$ cat src/rtl/ddr_init_pkg.sv
package ddr_init_pkg;

  // {cs_n, ras_n, cas_n, we_n}
  typedef enum logic [3:0] {
    CMD_MODE = 4'b0000,
    CMD_REFR = 4'b0001,
    CMD_PREC = 4'b0010,
    CMD_NOP  = 4'b0111
  } dram_cmd_t;

  typedef enum logic [3:0] {
    ST_STABLE     = 4'd0,
    ST_CKE_UP     = 4'd1,
    ST_PRE_A      = 4'd2,
    ST_EXT_MODE   = 4'd3,
    ST_MODE_DLL   = 4'd4,
    ST_PRE_B      = 4'd5,
    ST_REF_A      = 4'd6,
    ST_REF_B      = 4'd7,
    ST_MODE_FINAL = 4'd8,
    ST_LOCK_WAIT  = 4'd9,
    ST_READY      = 4'd10
  } init_step_t;

endpackage

$ cat src/rtl/ddr_init_modeword.sv
module ddr_init_modeword
  import ddr_init_pkg::*;
#(
  parameter int ROW_W  = 13,
  parameter int BANK_W = 2
) (
  input  init_step_t        step,
  input  logic [2:0]        cas_lat,
  input  logic [1:0]        burst_log2,
  input  logic              interleave,
  input  logic [1:0]        drive,
  output dram_cmd_t         cmd,
  output logic [ROW_W-1:0]  addr,
  output logic [BANK_W-1:0] ba
);

  always_comb begin
    cmd  = CMD_NOP;
    addr = '0;
    ba   = '0;
    case (step)
      ST_PRE_A, ST_PRE_B: begin
        cmd      = CMD_PREC;
        addr[10] = 1'b1;
      end
      ST_EXT_MODE: begin
        cmd     = CMD_MODE;
        ba[0]   = 1'b1;
        addr[1] = drive[0];
        addr[6] = drive[1];
      end
      ST_MODE_DLL, ST_MODE_FINAL: begin
        cmd       = CMD_MODE;
        addr[2:0] = {1'b0, burst_log2};
        addr[3]   = interleave;
        addr[6:4] = cas_lat;
        addr[8]   = (step == ST_MODE_DLL);
      end
      ST_REF_A, ST_REF_B: cmd = CMD_REFR;
      default: ;
    endcase
  end

endmodule

$ cat src/rtl/ddr_init_lock.sv
module ddr_init_lock #(
  parameter int LOCK_CYCLES = 200
) (
  input  logic clk,
  input  logic rst,
  input  logic clear,
  input  logic start,
  output logic lock_done
);

  localparam int LOCK_W = $clog2(LOCK_CYCLES + 1);

  logic              armed;
  logic [LOCK_W-1:0] remain;

  always_ff @(posedge clk) begin
    if (rst || clear) begin
      armed  <= 1'b0;
      remain <= '0;
    end else if (start) begin
      armed  <= 1'b1;
      remain <= LOCK_W'(LOCK_CYCLES);
    end else if (remain != '0) begin
      remain <= remain - 1'b1;
    end
  end

  assign lock_done = armed && (remain == '0);

  // once lock is reached it persists until the next start or clear
  assert_lock_stays_R4: assert property (@(posedge clk) disable iff (rst || clear)
    (lock_done && !start) |=> lock_done);

endmodule

$ cat src/rtl/ddr_init_seq.sv
module ddr_init_seq
  import ddr_init_pkg::*;
#(
  parameter int ROW_W         = 13,
  parameter int BANK_W        = 2,
  parameter int STABLE_CYCLES = 20000,
  parameter int T_RP          = 4,
  parameter int T_RFC         = 14,
  parameter int T_MRD         = 2,
  parameter int DLL_LOCK      = 200
) (
  input  logic              clk,
  input  logic              rst,
  input  logic              restart,
  input  logic [2:0]        cfg_cas_lat,
  input  logic [1:0]        cfg_burst_log2,
  input  logic              cfg_interleave,
  input  logic [1:0]        cfg_drive,
  output logic              cke,
  output logic              cs_n,
  output logic              ras_n,
  output logic              cas_n,
  output logic              we_n,
  output logic [ROW_W-1:0]  addr,
  output logic [BANK_W-1:0] ba,
  output logic              init_done
);

  localparam int GAP_A   = (T_RP > T_RFC) ? T_RP : T_RFC;
  localparam int GAP_B   = (GAP_A > T_MRD) ? GAP_A : T_MRD;
  localparam int GAP_MAX = (GAP_B > STABLE_CYCLES) ? GAP_B : STABLE_CYCLES;
  localparam int CNT_W   = $clog2(GAP_MAX + 1);

  init_step_t        step, step_nx;
  logic [CNT_W-1:0]  gap_cnt;
  logic              advance, lock_start, lock_done;
  dram_cmd_t         mw_cmd, cmd_q;
  logic [ROW_W-1:0]  mw_addr;
  logic [BANK_W-1:0] mw_ba;

  function automatic logic [CNT_W-1:0] gap_of(input init_step_t s);
    case (s)
      ST_STABLE:                              gap_of = CNT_W'(STABLE_CYCLES - 1);
      ST_PRE_A, ST_PRE_B:                     gap_of = CNT_W'(T_RP - 1);
      ST_EXT_MODE, ST_MODE_DLL, ST_MODE_FINAL: gap_of = CNT_W'(T_MRD - 1);
      ST_REF_A, ST_REF_B:                     gap_of = CNT_W'(T_RFC - 1);
      default:                                gap_of = '0;
    endcase
  endfunction

  assign step_nx    = init_step_t'(step + 4'd1);
  assign advance    = (step != ST_LOCK_WAIT) && (step != ST_READY) && (gap_cnt == '0);
  assign lock_start = advance && (step_nx == ST_MODE_DLL);

  ddr_init_modeword #(.ROW_W(ROW_W), .BANK_W(BANK_W)) u_word (
    .step       (step_nx),
    .cas_lat    (cfg_cas_lat),
    .burst_log2 (cfg_burst_log2),
    .interleave (cfg_interleave),
    .drive      (cfg_drive),
    .cmd        (mw_cmd),
    .addr       (mw_addr),
    .ba         (mw_ba)
  );

  ddr_init_lock #(.LOCK_CYCLES(DLL_LOCK)) u_lock (
    .clk       (clk),
    .rst       (rst),
    .clear     (restart),
    .start     (lock_start),
    .lock_done (lock_done)
  );

  always_ff @(posedge clk) begin
    if (rst || restart) begin
      step      <= ST_STABLE;
      gap_cnt   <= gap_of(ST_STABLE);
      cke       <= 1'b0;
      cmd_q     <= CMD_NOP;
      addr      <= '0;
      ba        <= '0;
      init_done <= 1'b0;
    end else begin
      cmd_q <= CMD_NOP;
      addr  <= '0;
      ba    <= '0;
      if (step == ST_LOCK_WAIT) begin
        if (lock_done) begin
          step      <= ST_READY;
          init_done <= 1'b1;
        end
      end else if (advance) begin
        step    <= step_nx;
        gap_cnt <= gap_of(step_nx);
        cke     <= 1'b1;
        cmd_q   <= mw_cmd;
        addr    <= mw_addr;
        ba      <= mw_ba;
      end else if (step != ST_READY) begin
        gap_cnt <= gap_cnt - 1'b1;
      end
    end
  end

  assign {cs_n, ras_n, cas_n, we_n} = cmd_q;

  // while the clock enable is low only NOP may be driven
  assert_cke_low_nop_R1: assert property (@(posedge clk) disable iff (rst || restart)
    !cke |-> ({cs_n, ras_n, cas_n, we_n} == CMD_NOP));

  // the clock enable never drops inside a run
  assert_cke_stays_R1: assert property (@(posedge clk) disable iff (rst || restart)
    cke |=> cke);

  // each command lasts one cycle and is followed by NOP
  assert_cmd_single_R9: assert property (@(posedge clk) disable iff (rst || restart)
    ({cs_n, ras_n, cas_n, we_n} != CMD_NOP) |=> ({cs_n, ras_n, cas_n, we_n} == CMD_NOP));

  // ready is never reported before the DLL lock interval is over
  assert_done_after_lock_R7: assert property (@(posedge clk) disable iff (rst || restart)
    init_done |-> lock_done);

  // ready persists, with the interface idle
  assert_done_holds_R7: assert property (@(posedge clk) disable iff (rst || restart)
    init_done |=> (init_done && cke && ({cs_n, ras_n, cas_n, we_n} == CMD_NOP)));

endmodule

$ cat config.mk
export PLATFORM = sky130hd
export DESIGN_NAME = ddr_init_seq
export DESIGN_NICKNAME = d
export VERILOG_FILES = /design/src/rtl/ddr_init_pkg.sv /design/src/rtl/ddr_init_modeword.sv /design/src/rtl/ddr_init_lock.sv /design/src/rtl/ddr_init_seq.sv
export SDC_FILE = /design/constraint.sdc
export NUM_CORES = 1
export LEC_CHECK = 0
export ABC_AREA = 0
export BUFFER_PORTS_ARGS = -buffer_cell sky130_fd_sc_hd__buf_4
export CAP_MARGIN = 15
export CORE_ASPECT_RATIO = 1.75
export CORE_MARGIN = 3
export CORE_UTILIZATION = 50
export DETAILED_ROUTE_END_ITERATION = 8
export PLACE_DENSITY_LB_ADDON = 0.1
export SLEW_MARGIN = 5
export SYNTH_ARGS = -nofsm -noshare
export SYNTH_HDL_FRONTEND = slang
export SYNTH_SLANG_ARGS = --single-unit
$ cat constraint.sdc
create_clock -name clk -period 1.88 [get_ports clk]
set_input_delay 0.564 -clock clk [delete_from_list [all_inputs] [get_ports clk]]
set_output_delay 0.564 -clock clk [all_outputs]
set_load 0.02 [all_outputs]
# --- Word-level counts from Yosys, hierarchy flattened ---
# Memory sizes are Yosys's and may differ from the RTL's.
# Index checks and enable logic that the tools add are counted.
totals:
  n_memories: 1
  inputBits: 11
  regBits: 49
  elab_cells: 66
  out_inout_bits: 21
  romBits: 144
memory_table:
  columns: ["memory", "depth", "word_bits", "rd", "rd_ports_with_merged_regs", "wr", "line_no", "rtl"]
  rows:
  - ["(name not given)", 16, 9, 1, 0, 0, "ddr_init_seq.sv:42", "case (s)"]
classes:
  n_eq_ne: 11
  muxes: 12
  add_sub_neg: 3
  bitwise_logic: 3
  n_reduce_logical: 23
op_table:
  columns: ["operator", "n"]
  rows:
  - ["two-way mux 15 bit", 2]
  - ["== test 4 x 3 -> 1 bit (second input constant)", 4]
  - ["two-way mux 8 bit", 2]
  - ["zero test 15 bit", 1]
  - ["subtractor 15 x 1 -> 15 bit (second input constant)", 1]
  - ["two-way mux 4 bit", 3]
  - ["OR reduction 2 bit", 5]
  - ["one-hot mux 3 bit (3 select lines)", 1]
  - ["== test 4 x 2 -> 1 bit (second input constant)", 2]
  - ["== test 4 bit (second input constant)", 2]
  - ["zero test 8 bit", 1]
  - ["inequality test 4 bit (second input constant)", 2]
  - ["AND reduction 2 bit", 4]
  - ["nonzero test 8 bit", 1]
  - ["subtractor 8 x 1 -> 8 bit (second input constant)", 1]
  - ["nonzero test 2 bit", 3]
  - ["OR reduction 3 bit", 2]
  - ["adder 4 x 1 -> 4 bit (second input constant)", 1]
  - ["logical AND 1 bit", 4]
  - ["one-hot mux 1 bit (2 select lines)", 2]
  - ["OR reduction 4 bit", 1]
  - ["NOT 1 bit", 3]
  - ["two-way mux 1 bit", 2]
  - ["inequality test 2 bit (second input constant)", 1]
  - ["logical OR 1 bit", 1]

# --- Longest topological paths before layout ---
logic_depth:
  word_depth: 5
  ltp_mapped: 8
  ltp_nobuf: 7

# --- Cells and area by module ---
# Synthesis repeated with hierarchy kept, for this count alone.
unflattened:
  hier_cells: 270
  area_unflattened_um2: 2477.4
by_module_without_submodules:
  columns: ["module", "n_inst", "cells_per_inst", "seq_area_each_um2", "area_per_inst_um2"]
  rows:
  - ["ddr_init_seq", 1, 175, 800.8, 1707.9]
  - ["ddr_init_lock", 1, 51, 180.2, 476.7]
  - ["ddr_init_modeword", 1, 44, 0.0, 292.8]

# --- Worst setup path after synthesis ---
# No wires, ideal clock.
synth_timing:
  path_type: "register -> register"
  startpoint: "reg step[0]"
  endpoint: "reg gap_cnt[7]"
  path_stages_with_launch: 8
  slack_ps: -138
  t_arrival_ps: 1900
  setup_ps: 119
  path_buffers: 0
  path_cell_list: "dfxtp_1 inv_1 ha_1 nor2_1 o21ai_0 or4_2 xor2_1 nor2_1"
synth_between:
  elab_chain_cells: 5
  elab_cells_between_ends: 9
  classes_between: "eq/ne: 3; mux: 1; bitwise: 1; reduce/logical: 4"
synth_rtl:
  columns: ["element", "line_no", "rtl"]
  rows:
  - ["start, declared", "ddr_init_seq.sv:34", "init_step_t step, step_nx;"]
  - ["start signal, assigned", "ddr_init_seq.sv:93", "step <= step_nx;"]
  - ["inequality test 4 bit (on tied branches)", "ddr_init_seq.sv:52, ddr_init_seq.sv:99", null]
  - ["logical AND 1 bit (2 in a row)", "ddr_init_seq.sv:52", "assign advance = (step != ST_LOCK_WAIT) && (step != ST_READY) && (gap_cnt == '0);"]
  - ["nonzero test 2 bit (no line)", null, null]
  - ["AND reduction 2 bit (no line)", null, null]
  - ["end signal, assigned", "ddr_init_seq.sv:77", "gap_cnt <= gap_of(ST_STABLE);"]
  - ["end signal, assigned", "ddr_init_seq.sv:94", "gap_cnt <= gap_of(step_nx);"]
  - ["end signal, assigned", "ddr_init_seq.sv:100", "gap_cnt <= gap_cnt - 1'b1;"]
  - ["end, declared", "ddr_init_seq.sv:35", "logic [CNT_W-1:0] gap_cnt;"]
# Parallel ways exist; a longest one is shown, timed or not.
# A chain may end at the register's enable or synchronous reset.

# --- Worst setup path in the final report ---
layout_timing:
  startpoint: "reg gap_cnt[4]"
  endpoint: "reg gap_cnt[10]"
layout_between:
  elab_chain_cells: 4
  elab_cells_between_ends: 7
  classes_between: "add/sub: 1; mux: 2; reduce/logical: 4"
layout_rtl:
  columns: ["element"]
  rows:
  - ["branches (longest 4 deep; another with subtractor 15 x 1 -> 15 bit)"]
# Parallel ways; which one is timed is not known. The select of a mux whose other input is x is not followed.

==> results.ini <==
[clock_network]
htreeDepth=2
numCtsBuffers=5
post-cts-setup-buffers=0
clock_path_buffers=2
hold_buffers=0
clk_latency_ps=290
path_clk_slew_ps=70
cts_tree=yes
cts-root-buf=clkbuf_8
cts_sinks=42

[timing]
fin_setup_tns_ps=0
setup_ws_ps=24.5
finalHoldViolCount=0
finalSetupViolCount=0
fin_skew_ps=5.38
period_minus_slack_ps=1860
maxSlewViolCount=0
fmax_mhz=539
grt_setup_unrepaired=yes
fin_crit_sh_pct=98.7

[floorplanning]
die_area_um2=4860
die_w_um=54.0
io_pins=32
dieHeight_um=90.0
start_util_pct=53.9
coreArea_um2=3740
num_rows=29

[pwr]
p_sw_share_pct=31.6
cellLeakagePower_nw=1.10
p_int_mw=1.57
clock_power_share_pct=24.5
seqPwrFrac_pct=44.3
p_per_area_nw_per_um2=841
p_switching_mw=0.725
p_comb_share_pct=31.2
irDropWorstVdd_v=0.000928

[synthesis]
yosysTopAreaCell=dfxtp_1
yosysTopAreaCellShare_pct=41.7
ys_warn_count=0
netlist_top_cells_count=dfxtp_1, nor2_1, nand2_1
synth-edff-count=0
ys_seq_area_share_pct=41.7
synthFlopType=dfxtp_1
syn_area_um2=2020
async_flop_share_pct=0
synth_cells=228
ys_types=46
yosys.cell_count.top_type=dfxtp_1
synth.area.top_cells=dfxtp_1, ha_1, nor2_1
ys_ff_latch=42
synth.avg_cell_area_um2=8.84

[worst_setup_path]
crit_required_ps=2120
critPathLaunchType=flip-flop
cp_cell_sequence=or4_4 > or3_4 > or4_4 > nand3_2
path_buf_inv=0
path_max_fanout=4
cpPeakStageDelay_ps=530
critical_path.most_common_cell=or4_4
critical-path-top-delay-family=simple AND/OR/NAND/NOR gates
crit_arrival_ps=2100
worst-setup-path-type=flip-flop to flip-flop
end_kind=flip-flop
cpMaxStageDelayCell=or4_4

[worst_hold_path]
hold_class=flip-flop to flip-flop

[grt]
grt_pass1_vias=1866
grt_remaining_overflow=0
grt_start_max_net_pins=14
antenna_found_initial=0
grt_pass1_wl_um=8020
grt_usage_pct=21.8

[final_layout]
syn2layout_area_growth_pct=35.2
fin_cells=340
final_layout_size_suffix_gt1_share_pct=34.7
final_nets=313
fill_cells=297
antenna_cells=0
utilization_pct=72.9

[route]
ant_nets=0
drt_wl_total_um=4990
wire_per_inst_um=14.7
viasPerCell=5.47
first_pass_iters=4
vias=1861
drc=0
drtIter0Drc=31

[place]
gp_congestion=0.835
numPortBuffers=24
hpwl_um=3820
dp_cells=332
place_ws_ps=-14.0

[run_status]
status=complete, no violations

[job]
drv_cap=0

## final timing paths
path	cells past startpoint	start	slack [ps]	to
setup / recovery	4	gap_cnt[4]	20	gap_cnt[10]
hold / removal	2	init_done	450	init_done
setup reg to reg	4	gap_cnt[4]	20	gap_cnt[10]
hold reg to reg	2	init_done	450	init_done
## what timing repair did
action	in CTS	in global routing
resized for setup	2	28
pin swaps	0	3
endpoints found under the setup margin	15	24
## layout make-up
cell class | count | area (um^2) | share of cell area (%)
timing repair buffer | 63 | 477 | 17.5
sequential | 42 | 851 | 31.2
tap | 46 | 57.6 | 2.11
inverter | 10 | 40.0 | 1.47
clock buffer | 6 | 72.6 | 2.66
clock inverter | 2 | 13.8 | 0.505
multi-input combinational | 171 | 1210 | 44.5
## worst register-to-register path, delay by kind of cell (launching register included)
family,cells,cell delay (ps)
DFF,1,330
and+or+nand+nor,4,1470
## flip-flops by register name, indices dropped and copies added, names as in the netlist
register,count
gap_cnt,15
addr,8
u_lock.remain,8
step,4
cmd_q,3
ba,1
cke,1
init_done,1
u_lock.armed,1
## routing by layer
metal	track usage [%]	up-vias	wire, um
met5	0	-	0
met2	40.1	39	2830
met3	4.64	14	209
met1	20.7	873	1780
met4	11.4	0	171
li1	-	935	-
## through the flow
step / power (mW) / hold slack (ps) / instance area, um^2
final: 2.29 / 455 / 2730
after global routing: 2.47 / 461 / 2730
after floorplan: 1.58 / 423 / 2060
after global placement: 1.74 / 433 / 2520
after detailed placement: 1.75 / 445 / 2520
after CTS: 2.32 / 457 / 2610
## power by group through the flow
| stage | registers, mW | clock network (mW) | logic, mW |
|---|---|---|---|
| global placement | 1.04 | 0 | 0.700 |
| detailed placement | 1.04 | 0 | 0.712 |
| finish | 1.01 | 0.561 | 0.715 |
| floorplan | 1.02 | 0 | 0.560 |
| CTS | 1.02 | 0.587 | 0.720 |
| global route | 1.03 | 0.617 | 0.821 |
## logic make-up (layout without fill, tap and decap cells)
kind of cell / count (synthesis) / in the layout / share of synthesized area (%)
adders and majority gates: 9 / 9 / 5.59
DFF: 42 / 42 / 41.7
buffers and inverters: 21 / 81 / 5.21
muxes: 7 / 7 / 3.60
xor gates and xnor gates: 13 / 13 / 5.65
and+or+nand+nor: 96 / 96 / 25.2
other: 1 / 7 / 0.186
AOI/OAI and AO/OA: 39 / 39 / 12.8
## cells in the final DEF (no fill, tap or decap), types with 6 or more instances in the layout
cell	count
nor2_1	23
conb_1	7
buf_4	62
nor3_1	10
nand3_1	6
inv_1	8
xnor2_1	10
dfxtp_1	38
ha_1	7
o21ai_0	9
nand2_1	15
a21oi_1	7
No activity file was read; power rests on OpenSTA's default activity.
